$ cat config.mk
export PLATFORM = sky130hd
export DESIGN_NAME = part_req_steer
export DESIGN_NICKNAME = d
export VERILOG_FILES = /design/src/rtl/steer_pkg.sv /design/src/rtl/steer_fifo.sv /design/src/rtl/steer_delay_q.sv /design/src/rtl/part_req_steer.sv
export SDC_FILE = /design/constraint.sdc
export NUM_CORES = 2
export LEC_CHECK = 0
export BUFFER_PORTS_ARGS = -buffer_cell sky130_fd_sc_hd__buf_2
export CORE_ASPECT_RATIO = 1.4
export CORE_MARGIN = 4
export CORE_UTILIZATION = 35
export CTS_BUF_LIST = sky130_fd_sc_hd__clkbuf_16
export DETAILED_ROUTE_END_ITERATION = 16
export PLACE_DENSITY_LB_ADDON = 0.25
export REMOVE_ABC_BUFFERS = 1
export SLEW_MARGIN = 30
export SYNTH_ARGS = -nofsm -noshare
export SYNTH_HDL_FRONTEND = slang
export SYNTH_SLANG_ARGS = --single-unit
$ cat constraint.sdc
create_clock -name clk -period 6.9 [get_ports clk]
set_input_delay 0.345 -clock clk [delete_from_list [all_inputs] [get_ports clk]]
set_output_delay 0.345 -clock clk [all_outputs]
set_load 0.02 [all_outputs]
$ cat src/rtl/steer_pkg.sv
`timescale 1ns/1ps
package steer_pkg;
    typedef enum logic [1:0] {
        CST_HIT   = 2'b00,
        CST_MISS  = 2'b01,
        CST_RFAIL = 2'b10,
        CST_RSVD  = 2'b11
    } cache_st_e;
endpackage

$ cat src/rtl/steer_fifo.sv
`timescale 1ns/1ps
module steer_fifo #(
    parameter int W     = 8,
    parameter int DEPTH = 4
) (
    input  logic         clk,
    input  logic         rst_n,
    input  logic         push,
    input  logic [W-1:0] push_data,
    input  logic         pop,
    output logic         full,
    output logic         empty,
    output logic [W-1:0] head
);
    localparam int AW = (DEPTH > 1) ? $clog2(DEPTH) : 1;
    localparam int CW = $clog2(DEPTH + 1);

    typedef struct packed {
        logic [DEPTH-1:0][W-1:0] mem;
        logic [AW-1:0]           rd;
        logic [AW-1:0]           wr;
        logic [CW-1:0]           cnt;
    } fifo_st_t;

    fifo_st_t st_d, st_q;

    function automatic logic [AW-1:0] bump(input logic [AW-1:0] p);
        return (p == AW'(DEPTH - 1)) ? '0 : p + 1'b1;
    endfunction

    always_comb begin
        st_d = st_q;
        if (push) begin
            st_d.mem[st_q.wr] = push_data;
            st_d.wr           = bump(st_q.wr);
        end
        if (pop) begin
            st_d.rd = bump(st_q.rd);
        end
        case ({push, pop})
            2'b10:   st_d.cnt = st_q.cnt + 1'b1;
            2'b01:   st_d.cnt = st_q.cnt - 1'b1;
            default: st_d.cnt = st_q.cnt;
        endcase
    end

    always_ff @(posedge clk or negedge rst_n) begin
        if (!rst_n) st_q <= '0;
        else        st_q <= st_d;
    end

    assign full  = (st_q.cnt == CW'(DEPTH));
    assign empty = (st_q.cnt == '0);
    assign head  = st_q.mem[st_q.rd];

    // the owner never writes into a full buffer
    assert_no_overflow_R9: assert property (@(posedge clk) disable iff (!rst_n)
        push |-> !full);
    // the owner never pops an empty buffer
    assert_no_underflow_R3: assert property (@(posedge clk) disable iff (!rst_n)
        pop |-> !empty);
endmodule

$ cat src/rtl/steer_delay_q.sv
`timescale 1ns/1ps
module steer_delay_q #(
    parameter int W     = 8,
    parameter int DEPTH = 8,
    parameter int TS_W  = 32,
    parameter int LAT_W = 16
) (
    input  logic             clk,
    input  logic             rst_n,
    input  logic [TS_W-1:0]  now,
    input  logic [LAT_W-1:0] lat,
    input  logic             push,
    input  logic [W-1:0]     push_data,
    input  logic             pop,
    output logic             full,
    output logic             due,
    output logic [W-1:0]     head
);
    localparam int SW = TS_W + W;

    logic [SW-1:0]   slot_in;
    logic [SW-1:0]   slot_out;
    logic            empty;
    logic [TS_W-1:0] stamp;
    logic [TS_W-1:0] age;

    assign slot_in = {now + TS_W'(lat), push_data};

    steer_fifo #(.W(SW), .DEPTH(DEPTH)) u_buf (
        .clk       (clk),
        .rst_n     (rst_n),
        .push      (push),
        .push_data (slot_in),
        .pop       (pop),
        .full      (full),
        .empty     (empty),
        .head      (slot_out)
    );

    // Ready when now - stamp is non-negative as a signed value
    assign stamp = slot_out[SW-1:W];
    assign age   = now - stamp;
    assign due   = !empty && !age[TS_W-1];
    assign head  = slot_out[W-1:0];

    // an entry only leaves once its stamp has been reached
    assert_release_when_due_R10: assert property (@(posedge clk) disable iff (!rst_n)
        pop |-> (!empty && !age[TS_W-1]));
endmodule

$ cat src/rtl/part_req_steer.sv
`timescale 1ns/1ps
module part_req_steer
    import steer_pkg::*;
#(
    parameter int ID_W      = 8,
    parameter int IC_DEPTH  = 4,
    parameter int CD_DEPTH  = 4,
    parameter int ROP_DEPTH = 8,
    parameter int DQ_DEPTH  = 8,
    parameter int TS_W      = 32,
    parameter int LAT_W     = 16
) (
    input  logic             clk,
    input  logic             rst_n,
    input  logic             cfg_cache_en,
    input  logic             cfg_tex_only,
    input  logic [LAT_W-1:0] cfg_rop_lat,
    input  logic [LAT_W-1:0] cfg_dram_lat,
    input  logic             req_valid,
    input  logic [ID_W-1:0]  req_id,
    input  logic             req_tex,
    input  logic             req_wrbk,
    output logic             part_full,
    output logic             rop_full,
    output logic             cache_req_valid,
    output logic [ID_W-1:0]  cache_req_id,
    output logic             cache_req_tex,
    output logic             cache_req_wrbk,
    input  logic [1:0]       cache_status,
    input  logic             cache_wr_sent,
    input  logic             cache_rd_sent,
    output logic             rsp_valid,
    output logic [ID_W-1:0]  rsp_id,
    input  logic             rsp_full,
    output logic             dram_valid,
    output logic [ID_W-1:0]  dram_id,
    output logic             dram_tex,
    output logic             dram_wrbk,
    input  logic             dram_full
);
    localparam int IW = ID_W + 2;

    typedef struct packed {
        logic            wrbk;
        logic            tex;
        logic [ID_W-1:0] id;
    } item_t;

    typedef struct packed {
        logic [TS_W-1:0] now;
    } top_st_t;

    typedef struct packed {
        logic  rop_push;
        logic  rop_pop;
        logic  ic_push;
        item_t ic_din;
        logic  ic_pop;
        logic  cd_push;
        logic  cd_pop;
        logic  dq_push;
        logic  dq_pop;
        logic  acc;
        logic  hit;
        logic  rsp;
    } ctl_t;

    top_st_t st_d, st_q;
    ctl_t    ctl;

    item_t in_item, rop_head, ic_head, cd_head, dq_head;
    logic  rop_due, rop_full_w;
    logic  ic_full, ic_empty;
    logic  cd_full, cd_empty;
    logic  dq_due, dq_full;
    cache_st_e st_w;

    assign in_item = '{wrbk: req_wrbk, tex: req_tex, id: req_id};
    assign st_w    = cache_st_e'(cache_status);

    // Ingress delay queue for non-texture requests
    steer_delay_q #(.W(IW), .DEPTH(ROP_DEPTH), .TS_W(TS_W), .LAT_W(LAT_W)) u_rop_q (
        .clk       (clk),
        .rst_n     (rst_n),
        .now       (st_q.now),
        .lat       (cfg_rop_lat),
        .push      (ctl.rop_push),
        .push_data (in_item),
        .pop       (ctl.rop_pop),
        .full      (rop_full_w),
        .due       (rop_due),
        .head      (rop_head)
    );

    // Ingress FIFO in front of the cache
    steer_fifo #(.W(IW), .DEPTH(IC_DEPTH)) u_ic_fifo (
        .clk       (clk),
        .rst_n     (rst_n),
        .push      (ctl.ic_push),
        .push_data (ctl.ic_din),
        .pop       (ctl.ic_pop),
        .full      (ic_full),
        .empty     (ic_empty),
        .head      (ic_head)
    );

    // Cache-to-DRAM FIFO
    steer_fifo #(.W(IW), .DEPTH(CD_DEPTH)) u_cd_fifo (
        .clk       (clk),
        .rst_n     (rst_n),
        .push      (ctl.cd_push),
        .push_data (ic_head),
        .pop       (ctl.cd_pop),
        .full      (cd_full),
        .empty     (cd_empty),
        .head      (cd_head)
    );

    // DRAM issue delay queue
    steer_delay_q #(.W(IW), .DEPTH(DQ_DEPTH), .TS_W(TS_W), .LAT_W(LAT_W)) u_dram_q (
        .clk       (clk),
        .rst_n     (rst_n),
        .now       (st_q.now),
        .lat       (cfg_dram_lat),
        .push      (ctl.dq_push),
        .push_data (cd_head),
        .pop       (ctl.dq_pop),
        .full      (dq_full),
        .due       (dq_due),
        .head      (dq_head)
    );

    always_comb begin
        logic tex_in;
        logic examine;
        logic bypass;

        st_d     = st_q;
        st_d.now = st_q.now + 1'b1;
        ctl      = '0;

        // Ingress side: texture direct, others through the delay queue
        tex_in       = req_valid && req_tex && !ic_full;
        ctl.rop_push = req_valid && !req_tex && !rop_full_w;
        ctl.rop_pop  = rop_due && !ic_full && !tex_in;
        ctl.ic_push  = tex_in || ctl.rop_pop;
        ctl.ic_din   = tex_in ? in_item : rop_head;

        // Cache stage
        examine = !ic_empty && !cd_full;
        bypass  = !cfg_cache_en || (cfg_tex_only && !ic_head.tex);
        ctl.cd_push = examine && bypass;
        ctl.acc     = examine && !bypass && !rsp_full;
        ctl.hit     = (st_w == CST_HIT);
        if (ctl.cd_push) begin
            ctl.ic_pop = 1'b1;
        end else if (ctl.acc) begin
            ctl.ic_pop = ctl.hit || (st_w == CST_MISS);
            ctl.rsp    = ctl.hit && !cache_wr_sent && !ic_head.wrbk;
        end

        // DRAM side
        ctl.dq_push = !cd_empty && !dq_full && !dram_full;
        ctl.cd_pop  = ctl.dq_push;
        ctl.dq_pop  = dq_due && !dram_full;
    end

    always_ff @(posedge clk or negedge rst_n) begin
        if (!rst_n) st_q <= '0;
        else        st_q <= st_d;
    end

    assign part_full       = ic_full;
    assign rop_full        = rop_full_w;
    assign cache_req_valid = ctl.acc;
    assign cache_req_id    = ic_head.id;
    assign cache_req_tex   = ic_head.tex;
    assign cache_req_wrbk  = ic_head.wrbk;
    assign rsp_valid       = ctl.rsp;
    assign rsp_id          = ic_head.id;
    assign dram_valid      = ctl.dq_pop;
    assign dram_id         = dq_head.id;
    assign dram_tex        = dq_head.tex;
    assign dram_wrbk       = dq_head.wrbk;

    // no reply is pushed into a full reply FIFO
    assert_reply_gated_R4: assert property (@(posedge clk) disable iff (!rst_n)
        rsp_valid |-> !rsp_full);
    // nothing is pushed into a full DRAM
    assert_dram_gated_R8: assert property (@(posedge clk) disable iff (!rst_n)
        dram_valid |-> !dram_full);
    // after a reservation fail the next access carries the same tag
    assert_retry_same_R7: assert property (@(posedge clk) disable iff (!rst_n)
        (cache_req_valid && st_w != CST_HIT && st_w != CST_MISS)
        |=> (!cache_req_valid || cache_req_id == $past(cache_req_id)));
    // a hit never reports a read sent downstream
    assert_hit_no_read_R5: assert property (@(posedge clk) disable iff (!rst_n)
        (cache_req_valid && st_w == CST_HIT) |-> !cache_rd_sent);
    // a full ingress FIFO stays full while its head does not move
    assert_full_holds_R9: assert property (@(posedge clk) disable iff (!rst_n)
        (part_full && !ctl.ic_pop) |=> part_full);
endmodule

==> tab_implementation.tex <==
\begin{tabular}{lr}
\hline
Metric & Value \\
\hline
\multicolumn{2}{l}{\textbf{STA}} \\
Final Slew Violations & 0 \\
Final clock period utilization by the worst path & 80.7\% \\
Slew at the pin with the worst max-slew slack & 1.03 ns \\
Clock period minus final worst setup slack & 5.57 ns \\
Post-Route Skew & 0.0265 ns \\
Setup repair after global routing missed its margin & false \\
Highest clock rate & 180 MHz \\
Final count of negative-setup-slack endpoints & 0 \\
Relative max-transition margin & 31.6\% \\
Final hold violation count & 0 \\
\multicolumn{2}{l}{\textbf{Clock tree}} \\
Gates resized, CTS repair & 0 \\
Inserted Clock Buffers & 80 \\
Clock transition at the register clock pins on the worst setup and hold paths after CTS & 0.07 ns \\
CTS Root Cell & clkbuf\_16 \\
Maximum level of the CTS H-tree & 3 \\
CTS tree & built \\
Number of clock sinks seen by CTS & 818 \\
Post-CTS Setup Inserts & 0 \\
Clock latency on the worst-skew pair & 0.67 ns \\
Largest buffer count on any clock path & 3 \\
\multicolumn{2}{l}{\textbf{Worst setup path}} \\
CP cell instances & buf\_4, mux4\_2, mux2i\_1, ha\_1, nand4\_1, nor4\_1, buf\_4, nand3\_1, o211ai\_1, or4\_1, buf\_4, a31oi\_2, ha\_1, inv\_1, fa\_1, xor2\_1, nor2\_1, xor2\_1 \\
Worst Path Max Fanout & 39 \\
Crit path buf inv count & 4 \\
Worst Path Class, Setup & register to register \\
Kind of capture point of the worst setup path & register \\
CP delay by family, top & simple AND/OR/NAND/NOR gates \\
Data arrival, critical path & 6.14 ns \\
R2R Path Start & u\_rop\_q.u\_buf.st\_q[7] \\
Slowest cell on the critical path & dfrtp\_4 \\
CP most frequent cell & buf\_4 \\
Worst Setup SP & u\_rop\_q.u\_buf.st\_q[7] \\
Kind of start point of the critical path & register \\
Slowest stage delay, CP & 0.99 ns \\
Required time worst endpoint & 7.48 ns \\
\multicolumn{2}{l}{\textbf{Global route}} \\
Number of global-route vias before repair & 29200 \\
Remaining global-route overflow & 0 \\
Global-route wire length before repair & 177 mm \\
Global-route total usage across every layer & 18.5\% \\
Number of antenna violations at the first check in global routing & 1 \\
Pin count of the biggest net entering global routing & 167 \\
\multicolumn{2}{l}{\textbf{Power}} \\
Portion of total power attributed to combinational logic & 28.5\% \\
Share of power burned in registers & 43.6\% \\
Switching power summed over all nets & 5320 uW \\
Static leakage power & 0.0209 uW \\
Clk pwr share & 27.8\% \\
Worst VDD drop & 172 uV \\
Power density of the placed cells & 350 mW/mm\^{}2 \\
Internal power contribution & 10700 uW \\
Sw Share & 33.3\% \\
\multicolumn{2}{l}{\textbf{Cells and area}} \\
Design area & 0.0457 sq mm \\
Final instance count without filler cells & 5428 \\
Signed area change from the synthesized netlist to the final layout & 11.8\% \\
Share of post-route cells with drive strength above 1 & 17.0\% \\
Total number of nets in the final design & 4041 \\
\multicolumn{2}{l}{\textbf{Synth}} \\
Synthesis-stage register bit count & 818 \\
Synth warn & 0 \\
Cell variety after synth & 73 \\
Prevailing post-synth register cell & dfrtp\_1 \\
Sequential cell area fraction in the yosys report & 50.1\% \\
Post-Synthesis Cells & 3876 \\
Number of synthesized flops with an enable pin & 0 \\
Syn Std Cell Area & 0.0409 sq mm \\
Post-Syn Area per Cell & 10.5 sq um \\
Synth async-reset ratio & 100\% \\
\multicolumn{2}{l}{\textbf{Routing}} \\
Vias after detailed routing & 28700 \\
Post-detailed-routing wire length & 113 mm \\
Per-cell via count in the routed design & 5.28 \\
Number of remaining DRC errors & 0 \\
Pre-antenna DRT Iters & 5 \\
1st-iter DRT viols & 2101 \\
Detailed-route wire length per cell & 20.8 um \\
Remaining number of nets flagged by the antenna check after routing & 0 \\
\multicolumn{2}{l}{\textbf{Placement}} \\
Post-placement cell area & 0.0429 sq mm \\
Placed cells & 5268 \\
Final weighted congestion of routability-driven global placement & 0.818 \\
HPWL Detailed & 69.6 mm \\
PortBufs & 84 \\
\multicolumn{2}{l}{\textbf{Die}} \\
Chip Height & 412 um \\
Num ports & 86 \\
Effective utilization at floorplan & 35.2\% \\
Total die area & 0.122 sq mm \\
Die Span X & 297 um \\
Total core area & 0.116 sq mm \\
Number of standard-cell rows in the floorplan & 148 \\
\multicolumn{2}{l}{\textbf{Run}} \\
Reported max-cap violation count & 0 \\
\multicolumn{2}{l}{\textbf{Status}} \\
Status & finished clean \\
\multicolumn{2}{l}{\textbf{Hold path}} \\
Type of the tightest min-delay check & primary input to async pin \\
\hline
\end{tabular}
flip-flops by register name (all words and copies together), names as in the netlist:
| name | count |
|---|---|
| u_dram_q.u_buf.st_q | 346 |
| u_ic_fifo.st_q | 47 |
| u_rop_q.u_buf.st_q | 346 |
| st_q | 32 |
| u_cd_fifo.st_q | 47 |
layer usage:
metal  track usage [%]  up-vias  part of all wire [%]
met3              1.97      183                   3.3
li1                  -    13600                     -
met2              33.3      549                    52
met4              7.30        0                   3.5
met5                 0        -                     0
met1              22.8    14400                    42
kinds of logic (layout without fill, tap and decap cells):
logic type | count (synthesis) | in the layout | synth area share [%]
AOI/OAI and AO/OA | 602 | 602 | 9.07
muxes | 428 | 428 | 16.7
adders and majority gates | 125 | 125 | 3.94
other | 0 | 1 | 0
buffers and inverters | 328 | 379 | 3.16
xor gates and xnor gates | 86 | 86 | 1.84
and+or+nand+nor | 1489 | 1489 | 15.2
DFF | 818 | 818 | 50.1
cell type report:
| cell class | count | area, sq um |
|---|---|---|
| diodes | 1 | 2.50 |
| clock buffers | 85 | 2130 |
| clock inverters | 61 | 473 |
| fillers | 11200 | 70400 |
| inverters | 57 | 214 |
| multi-input cells | 2730 | 19200 |
| flip-flops and latches | 818 | 20500 |
| well taps | 1500 | 1880 |
| repair buffers | 176 | 1290 |
per-stage QoR:
stage	hold WS [ns]	utilization (%)	setup slack [ns]	power (uW)	TNS, ns
global placement	0.453	36.9	1.26	11600	0
floorplan	0.0494	-	-0.529	10100	-2.58
detailed placement	0.457	36.9	1.22	11700	0
finish	0.130	39.3	1.33	16000	0
CTS	0.122	39.3	1.17	16200	0
global route	0.142	39.3	1.00	17100	0
worst paths after layout:
path,end,slack (ns),depth (start not counted)
worst max-delay path,u_ic_fifo.st_q[2],1.33,18
worst min-delay path,u_dram_q.u_buf.st_q[98],0.13,2
worst max register to register,u_ic_fifo.st_q[2],1.33,18
worst min register to register,u_dram_q.u_buf.st_q[98],0.47,2
max in group asynchronous,u_rop_q.u_buf.st_q[150],5.07,5
min in group clk,u_rop_q.u_buf.st_q[6],0.16,4
cell usage after synthesis (5+ instances only):
cell type  instances  area (sq um)
a21oi_1           42           210
nor2b_1           15          93.8
or4_1             52           390
nor4_1            10          62.6
o21a_1             9          67.6
mux2i_1           83           831
clkbuf_1         226           848
a31o_2             5          43.8
inv_1             55           206
nand2_1         1095          4110
o31ai_1           58           435
nand2b_1           5          31.3
mux4_2           185          4170
fa_1               6           120
xor2_1            42           368
dfrtp_1          818         20500
and2_1            15          93.8
or2_2              5          31.3
buf_2             15          75.1
xnor2_1           44           385
or3_1              8          50.1
buf_1             19          71.3
a21o_1            19           143
nor3_1            36           180
nand3_1          100           500
nor2_1           105           394
a211oi_1          11          82.6
buf_4              9          67.6
o211ai_1          61           458
a2111oi_0          7          61.3
ha_1             119          1490
nand4_1           20           125
o21ai_0          343          1720
and3_1            13          81.3
mux2_2           156          1760
repair_timing:
action                                 CTS  global route
endpoints found under the hold margin  172             0
setup endpoints to repair                0             0
hold buffers                            11             0
power groups by stage:
stage               Clock, uW  Combinational, uW  Sequential [uW]
finish                   4450               4570             6980
global route             4760               5140             7160
CTS                      4580               4650             6990
detailed placement          0               4630             7070
global placement            0               4540             7030
floorplan                   0               3230             6850
cell usage in the layout (no fill, tap or decap), types with 9 or more instances in the layout:
| cell type | netlist | layout |
|---|---|---|
| a211oi_1 | 11 | 11 |
| a21o_1 | 19 | 19 |
| a21oi_1 | 42 | 42 |
| and2_1 | 15 | 15 |
| and3_1 | 13 | 12 |
| buf_2 | 15 | 83 |
| buf_4 | 9 | 70 |
| clkbuf_16 | 0 | 85 |
| clkinv_1 | 1 | 22 |
| clkinv_2 | 0 | 13 |
| dfrtp_1 | 818 | 813 |
| dlygate4sd3_1 | 0 | 11 |
| ha_1 | 119 | 119 |
| inv_1 | 55 | 70 |
| mux2_2 | 156 | 156 |
| mux2i_1 | 83 | 83 |
| mux4_2 | 185 | 185 |
| nand2_1 | 1095 | 1090 |
| nand3_1 | 100 | 93 |
| nand4_1 | 20 | 20 |
| nor2_1 | 105 | 102 |
| nor2b_1 | 15 | 15 |
| nor3_1 | 36 | 31 |
| nor4_1 | 10 | 9 |
| o211ai_1 | 61 | 61 |
| o21a_1 | 9 | 9 |
| o21ai_0 | 343 | 342 |
| o31ai_1 | 58 | 58 |
| or4_1 | 52 | 52 |
| xnor2_1 | 44 | 43 |
| xor2_1 | 42 | 42 |
No activity file was read; power rests on OpenSTA's default activity.
